### src/rtl/branch_cond_pkg.sv
package branch_cond_pkg;

  typedef enum logic [1:0] {
    OP_PLAIN  = 2'b00,
    OP_BRANCH = 2'b01,
    OP_SETC   = 2'b10,
    OP_OTHER  = 2'b11
  } op_e;

  typedef struct packed {
    logic z;
    logic n;
    logic c;
    logic ge;
    logic lt;
    logic gt;
    logic le;
  } flags_t;

  localparam logic [2:0] CC_TRUE = 3'b000;
  localparam logic [2:0] CC_UGT  = 3'b001;
  localparam logic [2:0] CC_ULT  = 3'b010;
  localparam logic [2:0] CC_NE   = 3'b011;
  localparam logic [2:0] CC_RSVD = 3'b100;
  localparam logic [2:0] CC_PL   = 3'b101;
  localparam logic [2:0] CC_GE   = 3'b110;
  localparam logic [2:0] CC_GT   = 3'b111;

endpackage

### src/rtl/branch_cond_eval.sv
module branch_cond_eval
  import branch_cond_pkg::*;
(
  input  logic [2:0] code_i,
  input  logic       inv_i,
  input  flags_t     flags_i,
  output logic       hit_o
);

  always_comb begin
    unique case (code_i)
      CC_TRUE: hit_o = ~inv_i;
      CC_UGT:  hit_o = inv_i ? (~flags_i.c | flags_i.z) : (flags_i.c & ~flags_i.z);
      CC_ULT:  hit_o = inv_i ? flags_i.c : ~flags_i.c;
      CC_NE:   hit_o = inv_i ? flags_i.z : ~flags_i.z;
      CC_RSVD: hit_o = 1'b0;
      CC_PL:   hit_o = inv_i ? flags_i.n : ~flags_i.n;
      CC_GE:   hit_o = inv_i ? flags_i.lt : flags_i.ge;
      CC_GT:   hit_o = inv_i ? flags_i.le : flags_i.gt;
      default: hit_o = 1'b0;
    endcase
  end

  // true code with no inversion is always taken
  always_comb begin
    if (code_i == CC_TRUE && !inv_i)
      a_r3_true_hits: assert (hit_o);
  end

endmodule

### src/rtl/branch_target_gen.sv
module branch_target_gen #(
  parameter int AW    = 32,
  parameter int ABS_W = 23,
  parameter int REL_W = 14
) (
  input  logic             rel_i,
  input  logic [ABS_W-1:0] abs_dst_i,
  input  logic [REL_W-1:0] rel_off_i,
  input  logic [AW-1:0]    base_i,
  output logic [AW-1:0]    target_o
);

  localparam int ABS_TOP = ABS_W + 1;
  localparam int REL_TOP = REL_W + 1;

  logic [AW-1:0] abs_ext;
  logic [AW-1:0] off_ext;

  generate
    if (ABS_TOP < AW) begin : g_abs_pad
      assign abs_ext = {{(AW-ABS_TOP-1){1'b0}}, abs_dst_i, 2'b00};
    end else begin : g_abs_cut
      assign abs_ext = {abs_dst_i[AW-3:0], 2'b00};
    end
    if (REL_TOP < AW) begin : g_rel_pad
      assign off_ext = {{(AW-REL_TOP-1){1'b0}}, rel_off_i, 2'b00};
    end else begin : g_rel_cut
      assign off_ext = {rel_off_i[AW-3:0], 2'b00};
    end
  endgenerate

  assign target_o = rel_i ? (base_i + off_ext) : abs_ext;

endmodule

### src/rtl/branch_pc_seq.sv
module branch_pc_seq #(
  parameter int            AW       = 32,
  parameter logic [AW-1:0] RESET_PC = '0
) (
  input  logic          clk,
  input  logic          rst,
  input  logic          issue_i,
  input  logic          is_branch_i,
  input  logic          hit_i,
  input  logic [AW-1:0] target_i,
  output logic [AW-1:0] pc_o,
  output logic          in_slot_o,
  output logic          err_o
);

  localparam logic [AW-1:0] STEP = AW'(4);

  logic [AW-1:0] pc_q;
  logic [AW-1:0] tgt_q;
  logic          slot_q;
  logic          redir_q;
  logic          err_q;

  always_ff @(posedge clk) begin
    if (rst) begin
      pc_q    <= RESET_PC;
      tgt_q   <= '0;
      slot_q  <= 1'b0;
      redir_q <= 1'b0;
      err_q   <= 1'b0;
    end else begin
      err_q <= 1'b0;
      if (issue_i) begin
        if (slot_q) begin
          pc_q    <= redir_q ? tgt_q : pc_q + STEP;
          slot_q  <= 1'b0;
          redir_q <= 1'b0;
          err_q   <= is_branch_i;
        end else begin
          pc_q <= pc_q + STEP;
          if (is_branch_i) begin
            slot_q  <= 1'b1;
            redir_q <= hit_i;
            tgt_q   <= target_i;
          end
        end
      end
    end
  end

  assign pc_o      = pc_q;
  assign in_slot_o = slot_q;
  assign err_o     = err_q;

  // sequential step outside a delay slot
  a_r7_step: assert property (@(posedge clk) disable iff (rst)
    issue_i && !slot_q |=> pc_q == $past(pc_q) + STEP);

  // no issue, no movement
  a_r7_stall: assert property (@(posedge clk) disable iff (rst)
    !issue_i |=> $stable(pc_q) && $stable(slot_q));

  // delay slot of a taken branch redirects to the stored target
  a_r8_redirect: assert property (@(posedge clk) disable iff (rst)
    issue_i && slot_q && redir_q |=> pc_q == $past(tgt_q));

  // an error pulse always closes the slot
  a_r10_err_closes: assert property (@(posedge clk) disable iff (rst)
    err_q |-> !slot_q);

endmodule

### src/rtl/branch_cond_unit.sv
module branch_cond_unit
  import branch_cond_pkg::*;
#(
  parameter int            AW       = 32,
  parameter int            ABS_W    = 23,
  parameter int            REL_W    = 14,
  parameter logic [AW-1:0] RESET_PC = '0
) (
  input  logic             clk,
  input  logic             rst,
  input  logic             issue_i,
  input  logic [1:0]       op_i,
  input  logic [2:0]       cond_i,
  input  logic             cond_inv_i,
  input  logic             rel_i,
  input  logic [ABS_W-1:0] abs_dst_i,
  input  logic [REL_W-1:0] rel_off_i,
  input  logic [AW-1:0]    base_i,
  input  logic             flag_z_i,
  input  logic             flag_n_i,
  input  logic             flag_c_i,
  input  logic             flag_ge_i,
  input  logic             flag_lt_i,
  input  logic             flag_gt_i,
  input  logic             flag_le_i,
  output logic [AW-1:0]    pc_o,
  output logic             br_taken_o,
  output logic [AW-1:0]    br_target_o,
  output logic             setc_we_o,
  output logic [AW-1:0]    setc_val_o,
  output logic             dslot_err_o
);

  flags_t        flags;
  logic          hit;
  logic [AW-1:0] target;
  logic          is_branch;
  logic          is_setc;
  logic          in_slot;

  assign flags     = '{z: flag_z_i, n: flag_n_i, c: flag_c_i,
                       ge: flag_ge_i, lt: flag_lt_i, gt: flag_gt_i, le: flag_le_i};
  assign is_branch = (op_i == OP_BRANCH);
  assign is_setc   = (op_i == OP_SETC);

  branch_cond_eval u_eval (
    .code_i  (cond_i),
    .inv_i   (cond_inv_i),
    .flags_i (flags),
    .hit_o   (hit)
  );

  branch_target_gen #(.AW(AW), .ABS_W(ABS_W), .REL_W(REL_W)) u_tgt (
    .rel_i     (rel_i),
    .abs_dst_i (abs_dst_i),
    .rel_off_i (rel_off_i),
    .base_i    (base_i),
    .target_o  (target)
  );

  branch_pc_seq #(.AW(AW), .RESET_PC(RESET_PC)) u_seq (
    .clk         (clk),
    .rst         (rst),
    .issue_i     (issue_i),
    .is_branch_i (is_branch),
    .hit_i       (hit),
    .target_i    (target),
    .pc_o        (pc_o),
    .in_slot_o   (in_slot),
    .err_o       (dslot_err_o)
  );

  always_ff @(posedge clk) begin
    if (rst) begin
      br_taken_o  <= 1'b0;
      br_target_o <= '0;
      setc_we_o   <= 1'b0;
      setc_val_o  <= '0;
    end else begin
      br_taken_o <= 1'b0;
      setc_we_o  <= 1'b0;
      if (issue_i && is_branch && !in_slot) begin
        br_taken_o  <= hit;
        br_target_o <= target;
      end
      if (issue_i && is_setc) begin
        setc_we_o  <= 1'b1;
        setc_val_o <= {{(AW-1){1'b0}}, hit};
      end
    end
  end

  // written value is a zero-extended single bit
  a_r6_setc_zext: assert property (@(posedge clk) disable iff (rst)
    setc_we_o |-> setc_val_o[AW-1:1] == '0);

  // an illegal branch never reports as taken
  a_r10_err_not_taken: assert property (@(posedge clk) disable iff (rst)
    dslot_err_o |-> !br_taken_o);

  // write strobe only follows an issued set-on-condition
  a_r6_we_follows_issue: assert property (@(posedge clk) disable iff (rst)
    setc_we_o |-> $past(issue_i) && $past(op_i) == OP_SETC);

endmodule

### config.mk
export PLATFORM = sky130hd
export DESIGN_NAME = branch_cond_unit
export DESIGN_NICKNAME = d
export VERILOG_FILES = /design/src/rtl/branch_cond_pkg.sv /design/src/rtl/branch_cond_eval.sv /design/src/rtl/branch_target_gen.sv /design/src/rtl/branch_pc_seq.sv /design/src/rtl/branch_cond_unit.sv
export SDC_FILE = /design/constraint.sdc
export NUM_CORES = 1
export LEC_CHECK = 0
export ABC_CLOCK_PERIOD_IN_PS = 3200
export BUFFER_PORTS_ARGS = -buffer_cell sky130_fd_sc_hd__buf_4
export CORE_UTILIZATION = 45
export CTS_BUF_LIST = sky130_fd_sc_hd__clkbuf_8
export CTS_CLUSTER_DIAMETER = 30
export DETAILED_ROUTE_END_ITERATION = 16
export MAX_ROUTING_LAYER = met4
export PLACE_DENSITY = 0.7
export REMOVE_ABC_BUFFERS = 1
export SYNTH_ARGS = -nofsm -noshare
export SYNTH_HDL_FRONTEND = slang
export SYNTH_HIERARCHICAL = 1
export SYNTH_SLANG_ARGS = --single-unit
### constraint.sdc
create_clock -name clk -period 3.2 [get_ports clk]
set_input_delay 0.32 -clock clk [delete_from_list [all_inputs] [get_ports clk]]
set_output_delay 0.32 -clock clk [all_outputs]
set_load 0.02 [all_outputs]
==> results.rst, run 1 <==
.. list-table::
   :header-rows: 1

   * - Metric
     - Value
   * - Vias in the first global route
     - 5737
   * - Gate Count Post-Synth
     - 825
   * - Mux cell area share after synthesis
     - 7.90%
   * - Final Routed Wirelength
     - 18300 µm
   * - Worst hold-check slack
     - 0.242 ns
   * - Cell type of the slowest stage on the worst timing path
     - fa_1
   * - Core area
     - 14100 µm²
   * - Remaining antenna violation count after routing
     - 0
   * - Post-CTS Hold Fix Bufs
     - 0
   * - Synthesized cell area
     - 6620 µm²
   * - Ordered cell list for the critical path
     - buf_4 > ha_1 > fa_1 > a211oi_1 > o21ai_2 > o211ai_2 > nand2_1 > xor2_1 > mux2_2 > nand2b_1 > mux2i_1
   * - Remaining max-slew budget at the tightest pin
     - 48.1%
   * - Setup repair after global routing missed its margin
     - no
   * - Largest area contributor in the synthesized netlist
     - dfxtp_1
   * - Net switching power
     - 0.000861 W
   * - Number of violations of the max-capacitance limit
     - 0
   * - Final critical delay including setup and external delays
     - 2.42 ns
   * - Cell internal power dissipation
     - 0.00193 W
   * - Final TNS setup
     - 0 ns
   * - First-pass iteration count of the detailed router
     - 5
   * - Status
     - complete, no violations
   * - Sequential area share after synthesis
     - 30.8%
   * - Count of state elements after synthesis
     - 102
   * - Longest individual stage delay on the worst path
     - 0.43 ns
   * - Maximum buffer depth of the clock tree
     - 2
   * - Period utilisation layout
     - 75.5%
   * - Actual transition at the worst max-transition pin
     - 0.777 ns
   * - CTS Buf Count
     - 9
   * - Number of antenna violations at the first check in global routing
     - 0
   * - GRT Util Overall
     - 24.7%
   * - Number of antenna repair diodes
     - 0
   * - Final GP Congestion
     - 0.951
   * - Number of distinct library cell variants in the gate-level netlist after synthesis
     - 80
   * - Final-report setup violation count
     - 0
   * - Achievable Freq
     - 414 MHz
   * - Worst supply voltage drop on vdd
     - 0.000197 V
   * - Leakage dissipation
     - 3.08 nW
   * - Cell chosen for the clock root
     - clkbuf_8
   * - Layout cells sized above 1
     - 23.0%
   * - Number of cells upsized or downsized after cts
     - 0
   * - Post-synthesis share of cell area spent on full adders, half adders and majority gates
     - 3.14%
   * - Top cell type's share of synthesized area
     - 30.8%
   * - Crit end category
     - flip-flop
   * - Area growth, synth to finish
     - 18.9%
   * - Synthesis warning total
     - 6
   * - Clock skew
     - 0.0181 ns
   * - Pin count of the biggest net entering global routing
     - 65
   * - DRT iter0 DRCs
     - 488
   * - Final net count
     - 1045
   * - Max Transition Viols Final
     - 0
   * - Launching element type of the critical path
     - input pin
   * - Sequential share of power
     - 47.8%
   * - Die Y-Extent
     - 123 µm
   * - Total count of hold-check failures in the final report
     - 0
   * - Clock-pin slew reported for the worst setup and hold paths after clock tree synthesis
     - 0.11 ns
   * - Wire length of the first global-routing pass
     - 28600 µm
   * - Xor and xnor area share after synthesis
     - 2.91%
   * - Congestion Overflow GR
     - 0
   * - Clock sink count
     - 102
   * - Floorplan die width
     - 123 µm
   * - Via count
     - 6423
   * - Endpoint arrival time on the critical path
     - 2.66 ns
   * - Top-Level Pins
     - 185
   * - Total power density per cell area
     - 354 nW/µm²
   * - Ys flop type
     - dfxtp_1
   * - Complex-gate fraction of the synthesized area
     - 20.0%
   * - Hold crit path type
     - in2reg
   * - Skew-Pair Late Insertion Delay
     - 0.38 ns
   * - Number of enable flip-flop cells after synthesis
     - 0
   * - Final core utilization
     - 55.9%
   * - Ratio of routed vias to standard cells
     - 5.69
   * - Worst Path Buf+Inv
     - 1
   * - Post-Synth Simple-Gate Area
     - 27.3%
   * - Biggest area contributors in the synthesized netlist
     - dfxtp_1 31%, nand2_1 6.9%, nand2b_1 6.3%, a21oi_1 5.4%, mux2i_1 5.3%
   * - Combinational family with the most area after synthesis
     - simple AND/OR/NAND/NOR gates
   * - Power share of the clock group
     - 30.6%
   * - Post-synthesis area per instance
     - 8.03 µm²
   * - Largest fanout of any net on the critical path
     - 8
   * - Worst Path Class, Setup
     - in2reg
   * - # fillers
     - 1407
   * - Switching power share of the total
     - 30.9%
   * - Area of the die
     - 15200 µm²
   * - Post-CTS Setup Inserts
     - 0
   * - Family of cells with the greatest summed delay on the critical path
     - compound AO/OA/AOI/OAI gates
   * - Number of buffer cells added on primary ports
     - 153
   * - Gate power share
     - 21.6%
   * - Average routed wire per standard cell
     - 16.2 µm
   * - Total DRC errors in the routed layout
     - 0
   * - Final HPWL DP
     - 13100 µm
   * - Number of levels the H-tree was split into
     - 3
   * - TritonCTS clock tree
     - built
   * - Endpoint required time on the critical path
     - 3.45 ns
   * - Async set-or-reset flop fraction in the synthesized netlist
     - 0%
   * - Std cell rows
     - 43
   * - Initial core utilization
     - 47.0%
==> flip-flops by register name, indices dropped and copies added (netlist names) <==
signal           count
br_target_o         32
u_seq/pc_o          32
u_seq/tgt_q         32
br_taken_o           1
setc_val_o           1
setc_we_o            1
u_seq/err_o          1
u_seq/in_slot_o      1
u_seq/redir_q        1
==> Yosys cell counts, drive strengths merged (3+ instances only) <==
library cell and instances:
ha 15, clkbuf 43, buf 42, nor4 4, nor2b 3, a21o 5
and2 6, or3 14, or4 6, nand2b 67, nand2 122, nand4 15
xnor2 15, dfxtp 102, inv 4, a21oi 75, a31oi 14, and3 16
a32oi 3, nor2 37, nand3b 4, nand3 33, xor2 7, o21ai 24
nor3 11, o2bb2ai 3, mux2i 35, a211o 4, a22oi 6, o311ai 5
o211ai 15, and4 6, a211oi 11, o31ai 6, mux2 15
==> cells by family (layout without fill, tap and decap cells) <==
logic type,Yosys count,count (layout)
buffers and inverters,90,183
other,1,31
and+or+nand+nor,352,352
DFF,102,102
xor gates and xnor gates,22,22
adders and majority gates,16,16
muxes,50,50
AOI/OAI and AO/OA,192,192
==> area by class of cell <==
class / count / area, µm² / share of cell area, %
clock inverters: 7 / 73.8 / 0.938
clock buffers: 9 / 124 / 1.57
flip-flops and latches: 102 / 2040 / 25.9
well taps: 180 / 225 / 2.86
multi-input cells: 663 / 4170 / 53.0
repair buffers: 162 / 1220 / 15.4
inverters: 5 / 18.8 / 0.238
==> metrics by stage <==
stage	setup slack, ns	area [µm²]	power [W]	cells
2_1_floorplan	0.729	6230	0.00172	770
3_3_place_gp	0.410	7680	0.00196	1112
3_5_place_dp	0.381	7680	0.00196	1112
4_1_cts	0.787	7870	0.00280	1128
5_1_grt	0.620	7870	0.00292	1128
6_report	0.783	7870	0.00279	1128
==> layout by cell type (no fill, tap or decap), types with 6 or more instances in the layout <==
cell type / synthesis / routed
nand2_1: 121 / 121
o31ai_1: 6 / 6
or4_1: 6 / 6
mux2_2: 14 / 14
mux2i_1: 35 / 35
xor2_1: 7 / 7
nor3_1: 11 / 11
nand4_1: 14 / 14
buf_4: 32 / 162
nand3_1: 33 / 33
nand2b_1: 67 / 67
clkbuf_8: 0 / 9
dfxtp_1: 102 / 102
nor2_1: 37 / 36
a211oi_1: 7 / 7
o211ai_1: 12 / 12
xnor2_1: 15 / 15
conb_1: 1 / 31
a21oi_1: 72 / 72
or3_1: 14 / 14
and3_1: 16 / 16
and2_1: 6 / 6
ha_1: 15 / 15
a31oi_1: 14 / 14
o21ai_0: 20 / 20
and4_1: 6 / 6
==> final timing paths <==
path	endpoint	slack [ns]	startpoint	depth (start not counted)
hold / removal	setc_we_o$_SDFF_PP0_	0.24	op_i[0]	3
setup reg to reg	u_seq/pc_o[26]$_SDFFE_PP0P_	0.88	u_seq/pc_o[11]$_SDFFE_PP0P_	4
setup / recovery	br_target_o[16]$_SDFFE_PP0P_	0.78	rel_off_i[0]	11
hold reg to reg	u_seq/tgt_q[9]$_SDFFE_PP0P_	0.46	u_seq/tgt_q[9]$_SDFFE_PP0P_	2
==> worst min-delay path, delay by kind of cell <==
family | cells | cell delay, ns
buf+inv | 1 | 0.09
simple gates | 2 | 0.18
==> power by group through the flow <==
stage	Sequential, W	Combinational (W)	Clock (W)
5_1_grt	0.00134	0.000658	0.000926
3_3_place_gp	0.00136	0.000594	0
2_1_floorplan	0.00138	0.000340	0
4_1_cts	0.00133	0.000599	0.000865
6_report	0.00133	0.000603	0.000853
3_5_place_dp	0.00136	0.000596	0
==> layer usage <==
metal	global-route usage, %	share of wire (%)	vias to the layer above
met4	7.61	1.4	0
met5	-	0	-
met2	37.2	46	225
met3	3.32	5.9	19
met1	34.0	47	3039
li1	-	-	3140
Note: power is estimated with default switching activity, not from simulation.
==> run 2: changes to the inputs <==
--- a/config.mk
+++ b/config.mk
@@ -5,14 +5,14 @@
 export SDC_FILE = /design/constraint.sdc
 export NUM_CORES = 1
 export LEC_CHECK = 0
-export ABC_CLOCK_PERIOD_IN_PS = 3200
+export ABC_CLOCK_PERIOD_IN_PS = 2100
 export BUFFER_PORTS_ARGS = -buffer_cell sky130_fd_sc_hd__buf_4
 export CORE_UTILIZATION = 45
 export CTS_BUF_LIST = sky130_fd_sc_hd__clkbuf_8
 export CTS_CLUSTER_DIAMETER = 30
 export DETAILED_ROUTE_END_ITERATION = 16
 export MAX_ROUTING_LAYER = met4
-export PLACE_DENSITY = 0.7
+export PLACE_DENSITY = 0.73
 export REMOVE_ABC_BUFFERS = 1
 export SYNTH_ARGS = -nofsm -noshare
 export SYNTH_HDL_FRONTEND = slang
==> constraint.sdc (replaced) <==
create_clock -name clk -period 2.1 [get_ports clk]
set_input_delay 0.21 -clock clk [delete_from_list [all_inputs] [get_ports clk]]
set_output_delay 0.21 -clock clk [all_outputs]
set_load 0.02 [all_outputs]
==> run 2 against run 1 <==
  * Count of clock-buffer cells in the layout rose by 1
  * Register-to-register slack lost 0.75 ns
  * Critical path type unchanged
  * Critical path depth rose by 1
  * Largest cell class unchanged
  * Sequential power is 53% higher
==> results.rst, run 2 (synthesized netlist as in run 1, its figures left out) <==
.. list-table::
   :header-rows: 1

   * - Metric
     - Value
   * - Worst Hold End
     - setc_we_o$_SDFF_PP0_ (unchanged)
   * - Pin count of the biggest net entering global routing
     - 86 (was 65)
   * - Initial core utilization
     - 47.0% (unchanged)
   * - Total power density per cell area
     - 507 nW/µm² (was 354 nW/µm²)
   * - Die Y-Extent
     - 123 µm (unchanged)
   * - Ratio of routed vias to standard cells
     - 5.52 (was 5.69)
   * - Number of buffer cells added on primary ports
     - 153 (unchanged)
   * - Clock-pin slew reported for the worst setup and hold paths after clock tree synthesis
     - 0.10 ns (was 0.11 ns)
   * - Maximum buffer depth of the clock tree
     - 2 (unchanged)
   * - Final net count
     - 1110 (was 1045)
   * - Endpoint required time on the critical path
     - 2.40 ns (was 3.45 ns)
   * - Critical register-to-register path startpoint
     - u_seq/pc_o[17]$_SDFFE_PP0P_ (was u_seq/pc_o[11]$_SDFFE_PP0P_)
   * - DRT iter0 DRCs
     - 547 (was 488)
   * - Wire length of the first global-routing pass
     - 29400 µm (was 28600 µm)
   * - Actual transition at the worst max-transition pin
     - 0.701 ns (was 0.777 ns)
   * - Highest-count cells in the layout ignoring fill and taps
     - 224 x buf_4, 121 x nand2_1, 102 x dfxtp_1, 71 x a21oi_1, 67 x nand2b_1 (was 162 x buf_4, 121 x nand2_1, 102 x dfxtp_1, 72 x a21oi_1, 67 x nand2b_1)
   * - Worst supply voltage drop on vdd
     - 0.000311 V (was 0.000197 V)
   * - Placed cell areas
     - 8190 µm² (was 7680 µm²)
   * - Remaining antenna violation count after routing
     - 0 (unchanged)
   * - Std cell rows
     - 43 (unchanged)
   * - Final-report setup violation count
     - 0 (unchanged)
   * - Area growth, synth to finish
     - 26.6% (was 18.9%)
   * - Number of violations of the max-capacitance limit
     - 0 (unchanged)
   * - Hold crit path type
     - in2reg (unchanged)
   * - GRT Util Overall
     - 25.3% (was 24.7%)
   * - Final critical delay including setup and external delays
     - 1.98 ns
   * - Cell internal power dissipation
     - 0.00293 W (was 0.00193 W)
   * - Number of cells upsized or downsized after cts
     - 0 (unchanged)
   * - Worst Path Class, Setup
     - in2reg (unchanged)
   * - Remaining max-slew budget at the tightest pin
     - 53.3% (was 48.1%)
   * - Min-delay src
     - op_i[0] (unchanged)
   * - Core area
     - 14100 µm² (unchanged)
   * - Layout cells sized above 1
     - 28.2% (was 23.0%)
   * - Post-CTS Hold Fix Bufs
     - 0 (unchanged)
   * - Floorplan die width
     - 123 µm (unchanged)
   * - Congestion Overflow GR
     - 0 (unchanged)
   * - Total count of hold-check failures in the final report
     - 0 (unchanged)
   * - Leakage dissipation
     - 3.41 nW (was 3.08 nW)
   * - Final Routed Wirelength
     - 18900 µm (was 18300 µm)
   * - Vias in the first global route
     - 5929 (was 5737)
   * - Worst setup slack for register-to-register paths
     - 0.13 ns (was 0.88 ns)
   * - Area of the die
     - 15200 µm² (unchanged)
   * - Layout Cells excl Fill
     - 1193 (was 1128)
   * - Dpl cells
     - 1177 (was 1112)
   * - Average routed wire per standard cell
     - 15.8 µm (was 16.2 µm)
   * - Cell chosen for the clock root
     - clkbuf_8 (unchanged)
   * - Endpoint arrival time on the critical path
     - 2.29 ns (was 2.66 ns)
   * - Depth of the most critical reg-to-reg path
     - 6 (was 4)
   * - Most common library cell in the layout ignoring fill and taps
     - buf_4 (unchanged)
   * - Final HPWL DP
     - 13800 µm (was 13100 µm)
   * - Pre-CTS setup slack
     - -0.379 ns (was 0.381 ns)
   * - Via count
     - 6583 (was 6423)
   * - Final non-filler cell area
     - 8390 µm² (was 7870 µm²)
   * - Max Transition Viols Final
     - 0 (unchanged)
   * - Period utilisation layout
     - 94.5%
   * - Sequential share of power
     - 47.6% (was 47.8%)
   * - Critical register-to-register path endpoint
     - u_seq/pc_o[31]$_SDFFE_PP0P_ (was u_seq/pc_o[26]$_SDFFE_PP0P_)
   * - Launching element type of the critical path
     - input pin (unchanged)
   * - Clock sink count
     - 102 (unchanged)
   * - Skew-Pair Late Insertion Delay
     - 0.38 ns (about the same)
   * - Clock skew
     - 0.0135 ns (was 0.0181 ns)
   * - Number of antenna repair diodes
     - 0 (unchanged)
   * - Number of levels the H-tree was split into
     - 3 (unchanged)
   * - Crit end category
     - flip-flop (unchanged)
   * - Net switching power
     - 0.00132 W (was 0.000861 W)
   * - CTS Buf Count
     - 9 (unchanged)
   * - Top-Level Pins
     - 185 (unchanged)
   * - Status
     - complete, no violations (unchanged)
   * - Largest fanout of any net on the critical path
     - 7 (was 8)
   * - Final setup margin
     - 0.115 ns (was 0.783 ns)
   * - First-pass iteration count of the detailed router
     - 6 (was 5)
   * - Setup repair after global routing missed its margin
     - no (unchanged)
   * - Switching power share of the total
     - 31.0% (was 30.9%)
   * - TritonCTS clock tree
     - built (unchanged)
   * - Total chip power
     - 0.00425 W (was 0.00279 W)
   * - Final GP Congestion
     - 0.943 (was 0.951)
   * - Cell depth of the worst hold path
     - 3 (unchanged)
   * - Post-CTS Setup Inserts
     - 0 (unchanged)
   * - Total DRC errors in the routed layout
     - 0 (unchanged)
   * - Power share of the clock group
     - 28.3% (was 30.6%)
   * - Gate power share
     - 24.1% (was 21.6%)
   * - Achievable Freq
     - 504 MHz
   * - Number of antenna violations at the first check in global routing
     - 0 (unchanged)
## run 2: cell count changes in the layout (fill, tap and decap cells not counted), moves of 2 or more
cell        before  now
clkinv_4         0    3
clkinvlp_4       3    1
buf_12           0    2
buf_4          162  224
## run 2: worst max-delay path by stage
stage          cells after the start    startpoint  slack, ns                      endpoint
4_1_cts                           12  rel_off_i[0]      0.006  u_seq/tgt_q[24]$_SDFFE_PP0P_
3_3_place_gp                      12  rel_off_i[0]      -0.31  br_target_o[20]$_SDFFE_PP0P_
3_5_place_dp                      12  rel_off_i[0]      -0.38  br_target_o[20]$_SDFFE_PP0P_
2_1_floorplan                     10  rel_off_i[0]      -0.26  br_target_o[16]$_SDFFE_PP0P_
5_1_grt                           12  rel_off_i[0]       0.01  u_seq/tgt_q[22]$_SDFFE_PP0P_
6_report                          12  rel_off_i[0]       0.12  u_seq/tgt_q[18]$_SDFFE_PP0P_
## run 2: cell type report
| type | instances | area, µm² |
|---|---|---|
| clock buffers | 10 | 138 |
| clock inverters | 6 | 46.3 |
| fillers | 1345 | 5710 |
| inverters | 5 | 18.8 |
| multi-input cells | 663 | 4190 |
| flip-flops and latches | 102 | 2040 |
| well taps | 180 | 225 |
| repair buffers | 227 | 1730 |
## run 2: power by group through the flow
stage | Clock, W | Sequential, W | Combinational, W
finish | 0.00120 | 0.00203 | 0.00102
detailed placement | 0 | 0.00207 | 0.00101
floorplan | 0 | 0.00210 | 0.000518
CTS | 0.00122 | 0.00203 | 0.00102
global route | 0.00130 | 0.00203 | 0.00111
global placement | 0 | 0.00207 | 0.00100
## run 2: worst max-delay path, stage by stage
cell      delay (ns)
buf_4           0.11
ha_1            0.23
fa_2            0.36
a211oi_2        0.21
o21ai_2         0.12
o211ai_2        0.23
buf_6           0.16
a21oi_1         0.08
xnor2_1         0.15
a21oi_1         0.21
nand2_1         0.08
a21oi_1         0.13
## run 2: metal layers
metal / GRT usage (%) / up-vias / part of all wire, %
li1: - / 3276 / -
met1: 33.8 / 3088 / 46
met2: 39.2 / 201 / 47
met3: 3.14 / 18 / 5.0
met4: 8.58 / 0 / 1.6
met5: - / - / 0
## run 2: through the flow
step | hold WS, ns | util, % | TNS, ns
3_3_place_gp | 0.441 | 58.1 | -7.82
2_1_floorplan | 0.279 | - | -2.76
3_5_place_dp | 0.447 | 58.1 | -9.17
6_report | 0.135 | 59.5 | 0
5_1_grt | 0.165 | 59.5 | 0
4_1_cts | 0.118 | 59.4 | 0
